$ cat src/rtl/vof_pkg.sv
package vof_pkg;

    localparam int BYTE_W = 8;
    localparam int RAW_W  = 10;
    localparam int R_W    = 5;
    localparam int G_W    = 6;
    localparam int B_W    = 5;
    localparam int TRC_LEN = 4;

    typedef enum logic [1:0] {
        OM_656 = 2'd0,
        OM_601 = 2'd1,
        OM_RGB = 2'd2,
        OM_RAW = 2'd3
    } omode_t;

    typedef enum logic [2:0] {
        S_IDLE,
        S_SAV,
        S_ACTA,
        S_ACTB,
        S_EAV
    } seq_st_t;

    typedef struct packed {
        omode_t mode;
        logic   c_first;
        logic   cr_first;
        logic   rgb_swap;
    } fmt_cfg_t;

    typedef struct packed {
        logic [BYTE_W-1:0] y;
        logic [BYTE_W-1:0] cb;
        logic [BYTE_W-1:0] cr;
        logic [R_W-1:0]    r;
        logic [G_W-1:0]    g;
        logic [B_W-1:0]    b;
        logic [RAW_W-1:0]  raw;
    } pix_t;

    function automatic logic [BYTE_W-1:0] xy_code(input logic f, input logic v, input logic h);
        return {1'b1, f, v, h, v ^ h, f ^ h, f ^ v, f ^ v ^ h};
    endfunction

    function automatic logic [BYTE_W-1:0] clip_code(input logic [BYTE_W-1:0] d);
        if (d == '0)
            return BYTE_W'(1);
        else if (d == '1)
            return {{(BYTE_W-1){1'b1}}, 1'b0};
        else
            return d;
    endfunction

endpackage

$ cat src/rtl/vof_byte_pack.sv
module vof_byte_pack
    import vof_pkg::*;
(
    input  fmt_cfg_t          cfg_i,
    input  pix_t              pix_i,
    input  logic              ph_i,
    output logic [BYTE_W-1:0] first_o,
    output logic [BYTE_W-1:0] second_o
);

    localparam int G_HI = BYTE_W - R_W;
    localparam int G_LO = G_W - G_HI;

    logic [BYTE_W-1:0] chroma;

    always_comb begin
        chroma   = (ph_i ^ cfg_i.cr_first) ? pix_i.cr : pix_i.cb;
        first_o  = '0;
        second_o = '0;
        unique case (cfg_i.mode)
            OM_656, OM_601: begin
                first_o  = cfg_i.c_first ? chroma : pix_i.y;
                second_o = cfg_i.c_first ? pix_i.y : chroma;
                if (cfg_i.mode == OM_656) begin
                    first_o  = clip_code(first_o);
                    second_o = clip_code(second_o);
                end
            end
            OM_RGB: begin
                if (cfg_i.rgb_swap) begin
                    first_o  = {pix_i.b, pix_i.g[G_W-1 -: G_HI]};
                    second_o = {pix_i.g[G_LO-1:0], pix_i.r};
                end else begin
                    first_o  = {pix_i.r, pix_i.g[G_W-1 -: G_HI]};
                    second_o = {pix_i.g[G_LO-1:0], pix_i.b};
                end
            end
            OM_RAW: begin
                first_o  = {{(2*BYTE_W-RAW_W){1'b0}}, pix_i.raw[RAW_W-1:BYTE_W]};
                second_o = pix_i.raw[BYTE_W-1:0];
            end
        endcase
    end

endmodule

$ cat src/rtl/vof_sync.sv
module vof_sync #(
    parameter int N_SYNC = 2
) (
    input  logic              clk,
    input  logic              rst_n,
    input  logic [N_SYNC-1:0] sync_i,
    input  logic [N_SYNC-1:0] inv_i,
    output logic [N_SYNC-1:0] sync_o
);

    for (genvar k = 0; k < N_SYNC; k++) begin : g_line
        always_ff @(posedge clk or negedge rst_n) begin
            if (!rst_n)
                sync_o[k] <= 1'b0;
            else
                sync_o[k] <= sync_i[k] ^ inv_i[k];
        end
    end

endmodule

$ cat src/rtl/vof_seq.sv
module vof_seq
    import vof_pkg::*;
#(
    parameter logic [BYTE_W-1:0] FILL_656   = 8'h80,
    parameter logic [BYTE_W-1:0] FILL_OTHER = 8'h00
) (
    input  logic              clk,
    input  logic              rst_n,
    input  logic              pix_valid_i,
    input  logic              hsync_i,
    input  logic              vsync_i,
    input  logic              field_i,
    input  fmt_cfg_t          cfg_i,
    input  logic [BYTE_W-1:0] first_b_i,
    input  logic [BYTE_W-1:0] second_b_i,
    output fmt_cfg_t          cfg_q_o,
    output logic              ph_o,
    output logic [BYTE_W-1:0] dout_o
);

    localparam int CNT_W = $clog2(TRC_LEN);
    localparam logic [CNT_W-1:0] CNT_LAST = CNT_W'(TRC_LEN - 1);

    seq_st_t           st_q, st_d;
    fmt_cfg_t          cfg_q;
    logic [CNT_W-1:0]  cnt_q;
    logic [BYTE_W-1:0] hold_q;
    logic [1:0]        fv_q;
    logic              ph_q;
    logic              pix_byte_q;

    function automatic logic [BYTE_W-1:0] fill_of(input omode_t m);
        return (m == OM_656) ? FILL_656 : FILL_OTHER;
    endfunction

    assign cfg_q_o = cfg_q;
    assign ph_o    = ph_q;

    always_comb begin
        st_d = st_q;
        unique case (st_q)
            S_IDLE: if (!hsync_i) st_d = (cfg_i.mode == OM_656) ? S_SAV : S_ACTA;
            S_SAV:  if (cnt_q == CNT_LAST) st_d = S_ACTA;
            S_ACTA: begin
                if (hsync_i)
                    st_d = (cfg_q.mode == OM_656) ? S_EAV : S_IDLE;
                else if (pix_valid_i)
                    st_d = S_ACTB;
            end
            S_ACTB: st_d = S_ACTA;
            S_EAV:  if (cnt_q == CNT_LAST) st_d = S_IDLE;
            default: st_d = S_IDLE;
        endcase
    end

    always_ff @(posedge clk or negedge rst_n) begin
        if (!rst_n)
            st_q <= S_IDLE;
        else
            st_q <= st_d;
    end

    always_ff @(posedge clk or negedge rst_n) begin
        if (!rst_n) begin
            dout_o     <= '0;
            hold_q     <= '0;
            cnt_q      <= '0;
            fv_q       <= '0;
            ph_q       <= 1'b0;
            cfg_q      <= '0;
            pix_byte_q <= 1'b0;
        end else begin
            pix_byte_q <= 1'b0;
            unique case (st_q)
                S_IDLE: begin
                    if (!hsync_i) begin
                        cfg_q  <= cfg_i;
                        ph_q   <= 1'b0;
                        cnt_q  <= CNT_W'(1);
                        fv_q   <= {field_i, vsync_i};
                        dout_o <= (cfg_i.mode == OM_656) ? '1 : fill_of(cfg_i.mode);
                    end else begin
                        dout_o <= fill_of(cfg_q.mode);
                    end
                end
                S_SAV, S_EAV: begin
                    cnt_q  <= cnt_q + CNT_W'(1);
                    dout_o <= (cnt_q == CNT_LAST) ? xy_code(fv_q[1], fv_q[0], st_q == S_EAV) : '0;
                end
                S_ACTA: begin
                    if (hsync_i) begin
                        cnt_q  <= CNT_W'(1);
                        fv_q   <= {field_i, vsync_i};
                        dout_o <= (cfg_q.mode == OM_656) ? '1 : fill_of(cfg_q.mode);
                    end else if (pix_valid_i) begin
                        dout_o     <= first_b_i;
                        hold_q     <= second_b_i;
                        ph_q       <= ~ph_q;
                        pix_byte_q <= 1'b1;
                    end else begin
                        dout_o <= fill_of(cfg_q.mode);
                    end
                end
                S_ACTB: begin
                    dout_o     <= hold_q;
                    pix_byte_q <= 1'b1;
                end
                default: dout_o <= fill_of(cfg_q.mode);
            endcase
        end
    end

    // the second byte of a pixel is always followed by a return to the pixel wait state
    assert_second_byte_R13: assert property (@(posedge clk) disable iff (!rst_n)
        st_q == S_ACTB |=> st_q == S_ACTA);

    // pixel bytes never carry a reserved code in the embedded mode
    assert_no_reserved_R10: assert property (@(posedge clk) disable iff (!rst_n)
        (pix_byte_q && cfg_q.mode == OM_656) |-> (dout_o != '0 && dout_o != '1));

    // a timing code is never in progress with its byte counter at zero
    assert_code_len_R8: assert property (@(posedge clk) disable iff (!rst_n)
        (st_q == S_SAV || st_q == S_EAV) |-> cnt_q != '0);

    // leaving blanking always starts with even parity
    assert_line_restart_R4: assert property (@(posedge clk) disable iff (!rst_n)
        ($past(st_q) == S_IDLE && st_q != S_IDLE) |-> ph_q == 1'b0);

    // captured settings hold for the whole line
    assert_cfg_hold_R12: assert property (@(posedge clk) disable iff (!rst_n)
        (st_q != S_IDLE && $past(st_q) != S_IDLE) |-> $stable(cfg_q));

endmodule

$ cat src/rtl/vid_byte_formatter.sv
module vid_byte_formatter
    import vof_pkg::*;
#(
    parameter logic [7:0] FILL_656   = 8'h80,
    parameter logic [7:0] FILL_OTHER = 8'h00
) (
    input  logic       clk,
    input  logic       rst_n,
    input  logic       pix_valid_i,
    input  logic       hsync_i,
    input  logic       vsync_i,
    input  logic       field_i,
    input  logic [7:0] y_i,
    input  logic [7:0] cb_i,
    input  logic [7:0] cr_i,
    input  logic [4:0] r_i,
    input  logic [5:0] g_i,
    input  logic [4:0] b_i,
    input  logic [9:0] raw_i,
    input  logic [1:0] mode_i,
    input  logic       c_first_i,
    input  logic       cr_first_i,
    input  logic       rgb_swap_i,
    input  logic       hs_inv_i,
    input  logic       vs_inv_i,
    output logic [7:0] dout_o,
    output logic       hsync_o,
    output logic       vsync_o
);

    fmt_cfg_t          cfg_live, cfg_line;
    pix_t              pix;
    logic              ph;
    logic [BYTE_W-1:0] first_b, second_b;
    logic [1:0]        sync_out;

    assign cfg_live = '{mode: omode_t'(mode_i), c_first: c_first_i,
                        cr_first: cr_first_i, rgb_swap: rgb_swap_i};
    assign pix = '{y: y_i, cb: cb_i, cr: cr_i, r: r_i, g: g_i, b: b_i, raw: raw_i};

    vof_byte_pack u_pack (
        .cfg_i    (cfg_line),
        .pix_i    (pix),
        .ph_i     (ph),
        .first_o  (first_b),
        .second_o (second_b)
    );

    vof_seq #(
        .FILL_656   (FILL_656),
        .FILL_OTHER (FILL_OTHER)
    ) u_seq (
        .clk         (clk),
        .rst_n       (rst_n),
        .pix_valid_i (pix_valid_i),
        .hsync_i     (hsync_i),
        .vsync_i     (vsync_i),
        .field_i     (field_i),
        .cfg_i       (cfg_live),
        .first_b_i   (first_b),
        .second_b_i  (second_b),
        .cfg_q_o     (cfg_line),
        .ph_o        (ph),
        .dout_o      (dout_o)
    );

    vof_sync #(.N_SYNC(2)) u_sync (
        .clk    (clk),
        .rst_n  (rst_n),
        .sync_i ({vsync_i, hsync_i}),
        .inv_i  ({vs_inv_i, hs_inv_i}),
        .sync_o (sync_out)
    );

    assign hsync_o = sync_out[0];
    assign vsync_o = sync_out[1];

endmodule

$ cat config.mk
export PLATFORM = sky130hd
export DESIGN_NAME = vid_byte_formatter
export DESIGN_NICKNAME = d
export VERILOG_FILES = /design/src/rtl/vof_pkg.sv /design/src/rtl/vof_byte_pack.sv /design/src/rtl/vof_sync.sv /design/src/rtl/vof_seq.sv /design/src/rtl/vid_byte_formatter.sv
export SDC_FILE = /design/constraint.sdc
export NUM_CORES = 1
export LEC_CHECK = 0
export ABC_CLOCK_PERIOD_IN_PS = 1900
export BUFFER_PORTS_ARGS = -buffer_cell sky130_fd_sc_hd__buf_2
export CAP_MARGIN = 20
export CORE_AREA = 2 2 79 81
export DETAILED_ROUTE_END_ITERATION = 7
export DIE_AREA = 0 0 81 83
export GPL_TIMING_DRIVEN = 0
export PLACE_DENSITY = 0.66
export SYNTH_ARGS = -nofsm -noshare
export SYNTH_HDL_FRONTEND = slang
export SYNTH_HIERARCHICAL = 1
export SYNTH_SLANG_ARGS = --single-unit
$ cat constraint.sdc
create_clock -name clk -period 1.9 [get_ports clk]
set_input_delay 0.57 -clock clk [delete_from_list [all_inputs] [get_ports clk]]
set_output_delay 0.57 -clock clk [all_outputs]
set_load 0.01 [all_outputs]
==> parameters.txt, run 1 <==
Parameter                              Value

Floorplan
  Core area    around 0.0058 sq mm
  Rows    28
  Top-level I/O count    73
  Overall die area    0.00672 sq mm
  Starting density of the core    39.2%
  Vertical extent of the die    between 80 and 90 microns
  Die X    about 81 microns

Yosys
  Share of synthesized registers carrying an async set or reset    100%
  Synth area leaders    dfrtp_1 34%, nand2_1 12%, mux2i_1 11%
  Post-synth EDFFs    0
  Register area share after synthesis    about a third
  Top cell types by occurrence after synthesis    70 x nand2_1, 31 x dfrtp_1, 26 x mux2i_1, 18 x o21ai_0, 14 x nor2_1
  Most frequent cell after synthesis    nand2_1
  Mean post-synth cell area    between 8 and 9 sq um
  Count of mapped cells out of synthesis    between 200 and 300
  Main synth FF type    dfrtp_1
  Synthesis Warnings    6
  Net count after synthesis    342
  Synth top area share    around a third
  Syn Std Cell Area    approximately 0.0023 sq mm
  Library cells used by synthesis    44
  Seq cells post-synth    31
  Leading area contributor after synthesis    dfrtp_1

Drt
  Starting DRT DRC Count    170
  Count of TritonRoute iterations in the first routing pass    4
  Routed vias    2,320
  Drt drc    0
  Remaining number of nets flagged by the antenna check after routing    0
  Mean number of vias per cell    about 5.3
  Wire length after detailed routing    roughly 6.2 mm
  Routed wire per std cell    14.1 microns

Worst setup path
  CP required    around 2 ns
  Crit path kind    register to register
  Startpoint type of the worst setup path    register
  CP Capture Type    register
  Biggest fanout along the worst timing path    4
  Arrival time at the worst endpoint    between 2 and 2.5 ns

Global routing
  Grt total ovfl    0
  Maximum number of pins on one net before global-route repair    32
  Antenna violations before repair    0
  Number of global-route vias before repair    2,222
  Wire length of the first global-routing pass    about 10 mm
  Global-route usage over all layers    between 10% and 20%

Place
  Post-placement worst setup slack    -0.388 ns
  Total of buffers placed on input and output ports    72
  Placed Instances    425
  Placer congestion estimate    between 0.8 and 0.9
  Post-DP Area    around 0.0027 sq mm
  Final HPWL from detailed placement    ~4.6 mm

Final layout
  Total area of sequential cells    around 800 sq um
  Fin area    0.00306 sq mm
  Layout-stage area growth over the synthesis result    34.4%
  Final core utilization    52.6%
  Fill cell instance count of the final layout    579
  Fraction of layout instances using a drive strength above 1    between 30% and 40%
  Count of non-filler cells in the finished layout    between 400 and 500
  ANT cells    0
  Total number of nets in the final design    approximately 430
  Area taken by multi-input logic gates    0.00153 sq mm

Power and ir drop
  Static leakage power    about 1.5 nW
  Total power    about 4.8 mW
  P per Cell Area    around 1600 mW/mm^2
  Worst IR drop on VDD    831 uV

STA
  Worst hold-check slack    0.337 ns
  Tcrit/Tclk final    115%
  Max-slew headroom at the worst pin    between 40% and 50%
  Skew final    0.00160 ns
  Aggregate negative setup slack    -0.961 ns
  Number of pins exceeding their max-slew limit in the final report    0
  Slew at the pin closest to its max-slew limit    0.764 ns
  Final-report hold violation count    0
  Final worst slack    -0.293 ns
  Setup violations, final    7
  RSZ-0062 raised after global routing    true
  Highest Clock Rate    around 460 MHz
  Time the final worst path needs with I/O delays and setup    around 2.2 ns

Clock tree
  Number of levels in the clock H-tree    2
  Clock buffer count from CTS    5
  Clock tree from TritonCTS    done
  CTS Root Buffer Type    clkbuf_8
  Number of buffers on the longest clock path    2
  Sink count of the clock tree    31
  Hold-fix buffers at CTS    0
  Clock slew seen by the registers of the worst setup and hold paths    approximately 0.06 ns
  Worst skew pair latency    between 0.2 and 0.3 ns

Min path
  Worst hold path type    primary input to async pin

Status
  Run status    finished, violations left
  Violations in the final reports    setup timing

Job
  Max_cap viols    0
==> report_power, final <==
group	internal (mW)	leakage, nW	switching [mW]	total, mW
clock network	0.424	0.0612	0.240	0.664
registers	0.925	0.388	0.192	1.12
logic	1.39	1.04	1.58	2.97
total	2.74	1.49	2.01	4.75
==> registers in the layout, summed over array words and instances (netlist names) <==
| name | flops |
|---|---|
| u_seq/cnt_q | 2 |
| u_seq/hold_q | 8 |
| u_seq/dout_o | 8 |
| u_sync/sync_o | 2 |
| u_seq/fv_q | 2 |
| u_seq/st_q | 3 |
| u_seq/cfg_q_o | 5 |
| u_seq/ph_o | 1 |
==> critical path, stage by stage (launching register included) <==
cell      delay [ns]
dfrtp_2         0.45
xor2_4          0.20
buf_12          0.14
buf_12          0.12
mux2_4          0.23
mux2i_4         0.07
nor2b_1         0.13
a41oi_1         0.24
o21ai_2         0.09
a222oi_1        0.30
nand2_1         0.08
==> cell families (layout without fill, tap and decap cells) <==
group           count (synthesis)  in the layout  synth area share [%]
compound gates                 61             61                  16.5
xor+xnor                        5              5                  2.75
fa+ha+maj                       1              1                 0.549
buf+inv                        22            108                  4.39
flops                          31             31                  34.0
mux                            40             40                  18.3
simple gates                  118            118                  23.4
==> path summary, 6_finish.rpt <==
path                            cells past startpoint                   startpoint                            to  slack, ns
worst max-delay path                               10       u_seq/ph_o$_DFFE_PN0P_     u_seq/dout_o[0]$_DFF_PN0_      -0.29
worst min-delay path                                1                        rst_n   u_seq/hold_q[2]$_DFFE_PN0P_       0.34
worst max register to register                     10       u_seq/ph_o$_DFFE_PN0P_     u_seq/dout_o[0]$_DFF_PN0_      -0.29
worst min register to register                      2  u_seq/hold_q[7]$_DFFE_PN0P_   u_seq/hold_q[7]$_DFFE_PN0P_       0.47
max in group asynchronous                           1                        rst_n  u_seq/cfg_q_o[1]$_DFFE_PN0P_       1.07
min in group clk                                    2                     vs_inv_i    u_sync/sync_o[1]$_DFF_PN0_       0.47
==> what timing repair did <==
action | in CTS | in global routing
pin swaps | 11 | 7
setup endpoints to repair | 8 | 12
gates resized for setup | 17 | 16
buffers inserted | 4 | 2
==> cell type report <==
class	count	share of cell area, %
buffer	17	2.94
sequential	31	25.4
clock buffer	6	2.70
tap	75	3.06
multi-input combinational	225	50.1
inverter	5	0.613
timing repair buffer	78	14.1
clock inverter	2	1.14
==> routing by layer <==
| layer | vias to the layer above | routed length [microns] | track usage [%] |
|---|---|---|---|
| met5 | - | 0 | 0 |
| met4 | 0 | 80 | 4.78 |
| met3 | 10 | 326 | 3.70 |
| met2 | 72 | 3090 | 30.7 |
| met1 | 1085 | 2680 | 24.5 |
| li1 | 1153 | - | - |
==> cell usage in the layout, fill, tap and decap left out, types with 4 or more instances in the layout <==
cell type and instances:
nand3_1 7, nand2b_1 6, a22oi_1 5, nor2_1 14, mux2i_4 5, inv_1 5, a21oi_1 11, buf_2 79
nor2b_1 4, mux2_2 6, nand2_1 70, mux2i_2 4, o22ai_1 8, mux2_4 8, o21ai_0 18, clkbuf_1 4
clkbuf_8 6, mux2i_1 17, dfrtp_1 29, buf_4 6
Power figures use the tool's default switching activity.
==> run 2: changes to the inputs <==
--- a/config.mk
+++ b/config.mk
@@ -8,11 +8,14 @@
 export ABC_CLOCK_PERIOD_IN_PS = 1900
 export BUFFER_PORTS_ARGS = -buffer_cell sky130_fd_sc_hd__buf_2
 export CAP_MARGIN = 20
-export CORE_AREA = 2 2 79 81
+export CELL_PAD_IN_SITES_DETAIL_PLACEMENT = 1
+export CELL_PAD_IN_SITES_GLOBAL_PLACEMENT = 2
+export CORE_AREA = 2 2 97 99
 export DETAILED_ROUTE_END_ITERATION = 7
-export DIE_AREA = 0 0 81 83
+export DIE_AREA = 0 0 99 101
 export GPL_TIMING_DRIVEN = 0
-export PLACE_DENSITY = 0.66
+export HOLD_SLACK_MARGIN = 0.02
+export PLACE_DENSITY_LB_ADDON = 0.1
 export SYNTH_ARGS = -nofsm -noshare
 export SYNTH_HDL_FRONTEND = slang
 export SYNTH_HIERARCHICAL = 1
==> run 2 against run 1 <==
The flow still finishes with violations (setup timing). Power increased by 2.2%. Flip-flop and latch count stayed put. Routed wire length grew 24%. Core utilization decreased by 18 points. Combinational power is 5% higher. Cell count rose by 8.0%.
==> parameters.txt, run 2 (same netlist as run 1, synthesis figures left out) <==
Parameter                              Value

Drt
  Top Layer Used    met4
  Met3 layer wire length in the routed design    232 microns (-29%)
  Routed wl met2    3.81 mm (+23%)
  Routed vias    2,305 (-0.65%)
  Post-route met1 wirelength    3.48 mm (+30%)
  Drt drc    0 (unchanged)
  Mean number of vias per cell    4.86 (-8.0%)
  Starting DRT DRC Count    64 (-62%)
  Wire length after detailed routing    7.64 mm (+24%)
  Routed wire per std cell    16.1 microns (+14%)
  Count of TritonRoute iterations in the first routing pass    4 (unchanged)
  Remaining number of nets flagged by the antenna check after routing    0 (unchanged)

Clock tree
  Number of buffers on the longest clock path    2 (unchanged)
  CTS Root Buffer Type    clkbuf_8
  Clock buffer count from CTS    5 (unchanged)
  Worst skew pair latency    0.29 ns (about the same)
  Clock slew seen by the registers of the worst setup and hold paths    0.07 ns (about the same)
  Sink count of the clock tree    31 (unchanged)
  Hold-fix buffers at CTS    0 (unchanged)
  Clock tree from TritonCTS    done
  Number of levels in the clock H-tree    2 (unchanged)

Power and ir drop
  Net Switching    2.17 mW (+8.1%)
  P per Cell Area    1550 mW/mm^2 (-0.17%)
  Combinational Power Share    64.1% (+1.6 points)
  Pint    2.69 mW (-2.1%)
  Switching fraction of total power    44.7% (+2.4 points)
  Sequential cell fraction of total power    23.6% (about the same)
  Worst IR drop on VDD    580 uV (-30%)
  Clock network power share    12.3% (-1.7 points)
  Static leakage power    1.48 nW (-0.56%)
  Total power    4.86 mW (+2.2%)

Global routing
  Wire length of the first global-routing pass    12.6 mm (+25%)
  Number of global-route vias before repair    2,481 (+12%)
  Grt total ovfl    0 (unchanged)
  Global-route usage over all layers    16.3% (-2.3 points)
  Antenna violations before repair    0 (unchanged)
  Maximum number of pins on one net before global-route repair    32 (unchanged)

Final layout
  Total number of nets in the final design    426 (-0.23%)
  Fin area    0.00314 sq mm (+2.4%)
  Commonest non-fill, non-tap cell in the layout    buf_2
  Most frequent cells in the layout    79 x buf_2, 70 x nand2_1, 29 x dfrtp_1
  Fraction of layout instances using a drive strength above 1    38.3% (+1.5 points)
  ANT cells    0 (unchanged)
  Layout-stage area growth over the synthesis result    37.6%

Place
  Total of buffers placed on input and output ports    72 (unchanged)
  Final HPWL from detailed placement    6.03 mm (+31%)
  Post-DP Area    0.00279 sq mm (+1.6%)
  Placer congestion estimate    0.805 (-10%)

STA
  Time the final worst path needs with I/O delays and setup    2.19 ns (-0.00192 ns)
  Final worst slack    -0.291 ns (+0.00193 ns)
  Tcrit/Tclk final    115% (about the same)
  Setup violations, final    6 (-1)
  Highest Clock Rate    456 MHz (about the same)
  RSZ-0062 raised after global routing    true
  Max-slew headroom at the worst pin    50.5% (+1.5 points)
  Aggregate negative setup slack    -1.12 ns (-0.157 ns)
  Final-report hold violation count    0 (unchanged)
  Skew final    0.00400 ns (+0.00240 ns)
  Slew at the pin closest to its max-slew limit    0.742 ns (-0.0219 ns)
  Number of pins exceeding their max-slew limit in the final report    0 (unchanged)

Worst setup path
  Number of buffers and inverters on the critical path    2 (unchanged)
  Beginning of the worst register-to-register path    u_seq/cfg_q_o[1]$_DFFE_PN0P_
  Endpoint of the most critical register-to-register path    u_seq/dout_o[0]$_DFF_PN0_
  Crit path kind    register to register
  Startpoint type of the worst setup path    register
  Worst stage delay on the critical path    0.44 ns (about the same)
  Setup slack of the worst register-to-register path    -0.29 ns (about the same)
  Worst reg2reg path depth    10 (unchanged)
  Slowest stage cell on the critical path    dfrtp_2
  CP required    2.13 ns (+0.08 ns)
  CP Capture Type    register
  Dominant delay contributor by cell family on the critical path    multiplexers
  Biggest fanout along the worst timing path    6 (+2)
  Sequence of cells on the critical path    xor2_4 -> buf_12 -> buf_12 -> mux2_4 -> mux2_4 -> nor2b_1 -> a41oi_2 -> o21ai_2 -> a222oi_1 -> nand2_1
  Arrival time at the worst endpoint    2.42 ns (+0.08 ns)

Floorplan
  Overall die area    0.0100 sq mm (+49%)
  Vertical extent of the die    101 microns (+22%)
  Rows    35 (+25%)
  Die X    99 microns (+22%)
  Top-level I/O count    73 (unchanged)
  Core area    0.00898 sq mm (+54%)
  Starting density of the core    25.4% (-14 points)

Job
  Max_cap viols    0 (unchanged)

Min path
  Worst hold path type    primary input to async pin

Status
  Run status    finished, violations left
  Violations in the final reports    setup timing
## run 2: changes by cell type in the layout (fill, tap and decap cells not counted), sizes merged
cell and change:
clkinvlp +1, clkinv -1, bufinv -1
## run 2: worst max-delay path by stage
stage,end,startpoint,cells after the start,slack (ns)
final,u_seq/dout_o[0]$_DFF_PN0_,u_seq/cfg_q_o[1]$_DFFE_PN0P_,10,-0.29
after global routing,u_seq/dout_o[0]$_DFF_PN0_,u_seq/cfg_q_o[1]$_DFFE_PN0P_,10,-0.42
after floorplan,u_seq/dout_o[0]$_DFF_PN0_,u_seq/ph_o$_DFFE_PN0P_,8,-0.08
after CTS,u_seq/dout_o[0]$_DFF_PN0_,u_seq/cfg_q_o[1]$_DFFE_PN0P_,9,-0.31
after detailed placement,u_seq/dout_o[0]$_DFF_PN0_,u_seq/ph_o$_DFFE_PN0P_,8,-0.49
after global placement,u_seq/dout_o[0]$_DFF_PN0_,u_seq/ph_o$_DFFE_PN0P_,8,-0.50
## run 2: final cells by class
type                       count  area, sq um
buffer                        16         86.3
timing repair buffer          78          438
sequential                    31          778
tap                          111          139
clock buffer                   7         96.3
fill                        1077         5840
multi-input combinational    225         1570
clock inverter                 1         7.51
inverter                       5         18.8
## run 2: worst reg2reg max path: stages, from the launching register on
cell and delay, ns:
dfrtp_2 0.44, xor2_4 0.19, buf_12 0.14, buf_12 0.12
mux2_4 0.30, mux2_4 0.28, nor2b_1 0.14, a41oi_2 0.15
o21ai_2 0.17, a222oi_1 0.10, nand2_1 0.09
## run 2: what timing repair did
item	in CTS	in global routing
setup buffers	4	2
gates resized for setup	23	17
endpoints found under the hold margin	0	0
pin swaps	9	4
setup endpoints to repair	10	14
## run 2: through the flow
stage | utilization (%) | worst slack, ns | hold slack (ns) | instances
after floorplan | - | -0.0756 | 0.274 | 278
after global placement | 31.1 | -0.502 | 0.456 | 461
after detailed placement | 31.1 | -0.494 | 0.465 | 461
after CTS | 34.0 | -0.310 | 0.375 | 472
after global routing | 34.9 | -0.422 | 0.386 | 474
final | 34.9 | -0.291 | 0.342 | 474
## run 2: routing by layer
layer | global-route usage, % | vias up
met2 | 28.0 | 39
met1 | 20.9 | 1113
met4 | 5.27 | 0
li1 | - | 1147
met3 | 2.57 | 6
met5 | 0 | -
## run 2: power groups by stage
stage	combinational, mW	sequential [mW]	clock (mW)
global route	3.47	1.20	0.659
CTS	2.97	1.15	0.633
finish	3.11	1.15	0.597
global placement	2.58	1.13	0
floorplan	1.85	1.11	0
detailed placement	2.59	1.13	0
==> run 3: changes to the inputs <==
--- a/config.mk
+++ b/config.mk
@@ -11,11 +11,12 @@
 export CELL_PAD_IN_SITES_DETAIL_PLACEMENT = 1
 export CELL_PAD_IN_SITES_GLOBAL_PLACEMENT = 2
 export CORE_AREA = 2 2 97 99
+export CTS_BUF_LIST = sky130_fd_sc_hd__clkbuf_8 sky130_fd_sc_hd__clkbuf_16
 export DETAILED_ROUTE_END_ITERATION = 7
 export DIE_AREA = 0 0 99 101
 export GPL_TIMING_DRIVEN = 0
 export HOLD_SLACK_MARGIN = 0.02
-export PLACE_DENSITY_LB_ADDON = 0.1
+export PLACE_DENSITY = 0.84
 export SYNTH_ARGS = -nofsm -noshare
 export SYNTH_HDL_FRONTEND = slang
 export SYNTH_HIERARCHICAL = 1
==> run 3 against run 2 <==
The flow still finishes with violations (setup timing). Critical path depth unchanged. Die area unchanged. Register-to-register slack worse by 0.02 ns. Global-route usage down 1.5 points. Non-clock buffer count up 2. Highest routed layer unchanged.
==> parameters.txt, run 3 (same netlist as run 1, synthesis figures left out) <==
Parameter                              Value

Drt
  Remaining number of nets flagged by the antenna check after routing    0 (unchanged)
  Routed vias    2,317 (+0.52%)
  Mean number of vias per cell    4.87 (about the same)
  Drt drc    0 (unchanged)
  Routed wire per std cell    14.9 microns (-7.8%)
  Starting DRT DRC Count    68 (+6.3%)
  Wire length after detailed routing    7.07 mm (-7.4%)
  Count of TritonRoute iterations in the first routing pass    4 (unchanged)

Floorplan
  Starting density of the core    25.4% (unchanged)
  Rows    35 (unchanged)
  Top-level I/O count    73 (unchanged)
  Die X    99 microns (unchanged)
  Vertical extent of the die    101 microns (unchanged)
  Core area    0.00898 sq mm (unchanged)
  Overall die area    0.0100 sq mm (unchanged)

Global routing
  Global-route usage over all layers    14.7% (-1.5 points)
  Antenna violations before repair    0 (unchanged)
  Maximum number of pins on one net before global-route repair    32 (unchanged)
  Grt total ovfl    0 (unchanged)
  Number of global-route vias before repair    2,462 (-0.77%)
  Wire length of the first global-routing pass    11.9 mm (-5.8%)

Clock tree
  Clock buffer count from CTS    5 (unchanged)
  Sink count of the clock tree    31 (unchanged)
  Number of levels in the clock H-tree    2 (unchanged)
  Clock tree from TritonCTS    done
  CTS Root Buffer Type    clkbuf_8
  Clock slew seen by the registers of the worst setup and hold paths    0.07 ns (about the same)
  Number of buffers on the longest clock path    2 (unchanged)
  Worst skew pair latency    0.28 ns (about the same)

Place
  Placer congestion estimate    0.779 (-3.1%)
  Total of buffers placed on input and output ports    72 (unchanged)
  Post-placement worst setup slack    -0.444 ns (+0.0501 ns)
  Post-DP Area    0.00279 sq mm (unchanged)
  Final HPWL from detailed placement    5.58 mm (-7.5%)

Worst setup path
  Arrival time at the worst endpoint    2.42 ns (about the same)
  Biggest fanout along the worst timing path    7 (+1)
  Number of buffers and inverters on the critical path    2 (unchanged)
  CP Capture Type    register
  CP required    2.10 ns (-0.03 ns)
  Dominant delay contributor by cell family on the critical path    multiplexers
  Worst stage delay on the critical path    0.45 ns (about the same)
  Crit path kind    register to register
  Slowest stage cell on the critical path    dfrtp_2
  Sequence of cells on the critical path    xor2_4 -> buf_12 -> buf_4 -> mux2_4 -> mux2i_4 -> nor2b_1 -> a41oi_2 -> o21ai_2 -> a222oi_1 -> nand2_1
  Startpoint type of the worst setup path    register

STA
  Number of pins exceeding their max-slew limit in the final report    0 (unchanged)
  RSZ-0062 raised after global routing    true
  Tcrit/Tclk final    116% (+1.2 points)
  Final-report hold violation count    0 (unchanged)
  Setup violations, final    5 (-1)
  Worst hold-check slack    0.342 ns (+0.0000580 ns)
  Slew at the pin closest to its max-slew limit    0.707 ns (-0.0352 ns)
  Final worst slack    -0.313 ns (-0.0220 ns)
  Time the final worst path needs with I/O delays and setup    2.21 ns (+0.0220 ns)
  Skew final    0.00918 ns (+0.00518 ns)
  Highest Clock Rate    452 MHz (-1.0%)
  Max-slew headroom at the worst pin    52.8% (+2.3 points)

Status
  Run status    finished, violations left
  Violations in the final reports    setup timing

Final layout
  Fin area    0.00311 sq mm (-0.92%)
  Most frequent cells in the layout    79 x buf_2, 70 x nand2_1, 29 x dfrtp_1
  Layout-stage area growth over the synthesis result    36.4%
  Commonest non-fill, non-tap cell in the layout    buf_2
  Fraction of layout instances using a drive strength above 1    38.1% (-0.21 points)
  Final core utilization    34.6% (-0.32 points)
  Total number of nets in the final design    428 (+0.47%)
  Fill cell instance count of the final layout    1,072 (-0.46%)
  ANT cells    0 (unchanged)

Power and ir drop
  Worst IR drop on VDD    406 uV (-30%)
  Static leakage power    1.49 nW (+0.66%)
  P per Cell Area    1510 mW/mm^2 (-2.3%)

Job
  Max_cap viols    0 (unchanged)

Min path
  Worst hold path type    primary input to async pin
==> run 3: what timing repair did <==
action | 4_1_cts | 5_1_grt
hold buffers | 0 | 0
buffers inserted | 6 | 3
gates resized for setup | 20 | 18
endpoints found under the setup margin | 9 | 9
pin swaps | 7 | 7
==> run 3: layout make-up <==
class                      instances  area [sq um]  share of cell area (%)
tap                              111           139                    4.47
clock buffer                       6          82.6                    2.66
clock inverter                     2          8.76                   0.282
buffer                            16          87.6                    2.82
timing repair buffer              80           444                    14.3
inverter                           5          18.8                   0.604
sequential                        31           778                    25.1
multi-input combinational        225          1550                    49.8
==> run 3: power breakdown <==
group          leakage, nW  total, mW  switching, mW  internal [mW]
logic                 1.05       3.01           1.61           1.40
clock network       0.0524      0.526          0.239          0.286
registers            0.388       1.17          0.244          0.925
total                 1.49       4.70           2.09           2.61
==> run 3: per-layer routing <==
| metal | wire (microns) | vias up | GRT usage (%) |
|---|---|---|---|
| met3 | 227 | 5 | 2.50 |
| li1 | - | 1150 | - |
| met1 | 3220 | 1125 | 19.2 |
| met5 | 0 | - | 0 |
| met4 | 42 | 0 | 2.21 |
| met2 | 3580 | 37 | 26.0 |
==> run 3: final timing paths <==
check,startpoint,endpoint,slack (ns),cells past startpoint
max,u_seq/ph_o$_DFFE_PN0P_,u_seq/dout_o[0]$_DFF_PN0_,-0.31,10
min,rst_n,u_sync/sync_o[0]$_DFF_PN0_,0.34,1
max reg2reg,u_seq/ph_o$_DFFE_PN0P_,u_seq/dout_o[0]$_DFF_PN0_,-0.31,10
min reg2reg,u_seq/hold_q[0]$_DFFE_PN0P_,u_seq/hold_q[0]$_DFFE_PN0P_,0.49,2
max in group asynchronous,rst_n,u_seq/ph_o$_DFFE_PN0P_,1.07,1
min in group clk,hs_inv_i,u_sync/sync_o[0]$_DFF_PN0_,0.48,2
==> run 3: worst reg2reg max path: stages (launching register included) <==
cell	delay [ns]
dfrtp_2	0.45
xor2_4	0.20
buf_12	0.14
buf_4	0.13
mux2_4	0.32
mux2i_4	0.18
nor2b_1	0.20
a41oi_2	0.14
o21ai_2	0.18
a222oi_1	0.10
nand2_1	0.11
==> run 3: metrics by stage <==
stage	total power, mW	std cells	setup TNS [ns]
after floorplan	2.96	278	-0.0986
after global placement	3.61	461	-1.59
after detailed placement	3.66	461	-1.72
after CTS	4.57	474	-1.37
after global routing	5.12	476	-1.76
final	4.70	476	-1.20
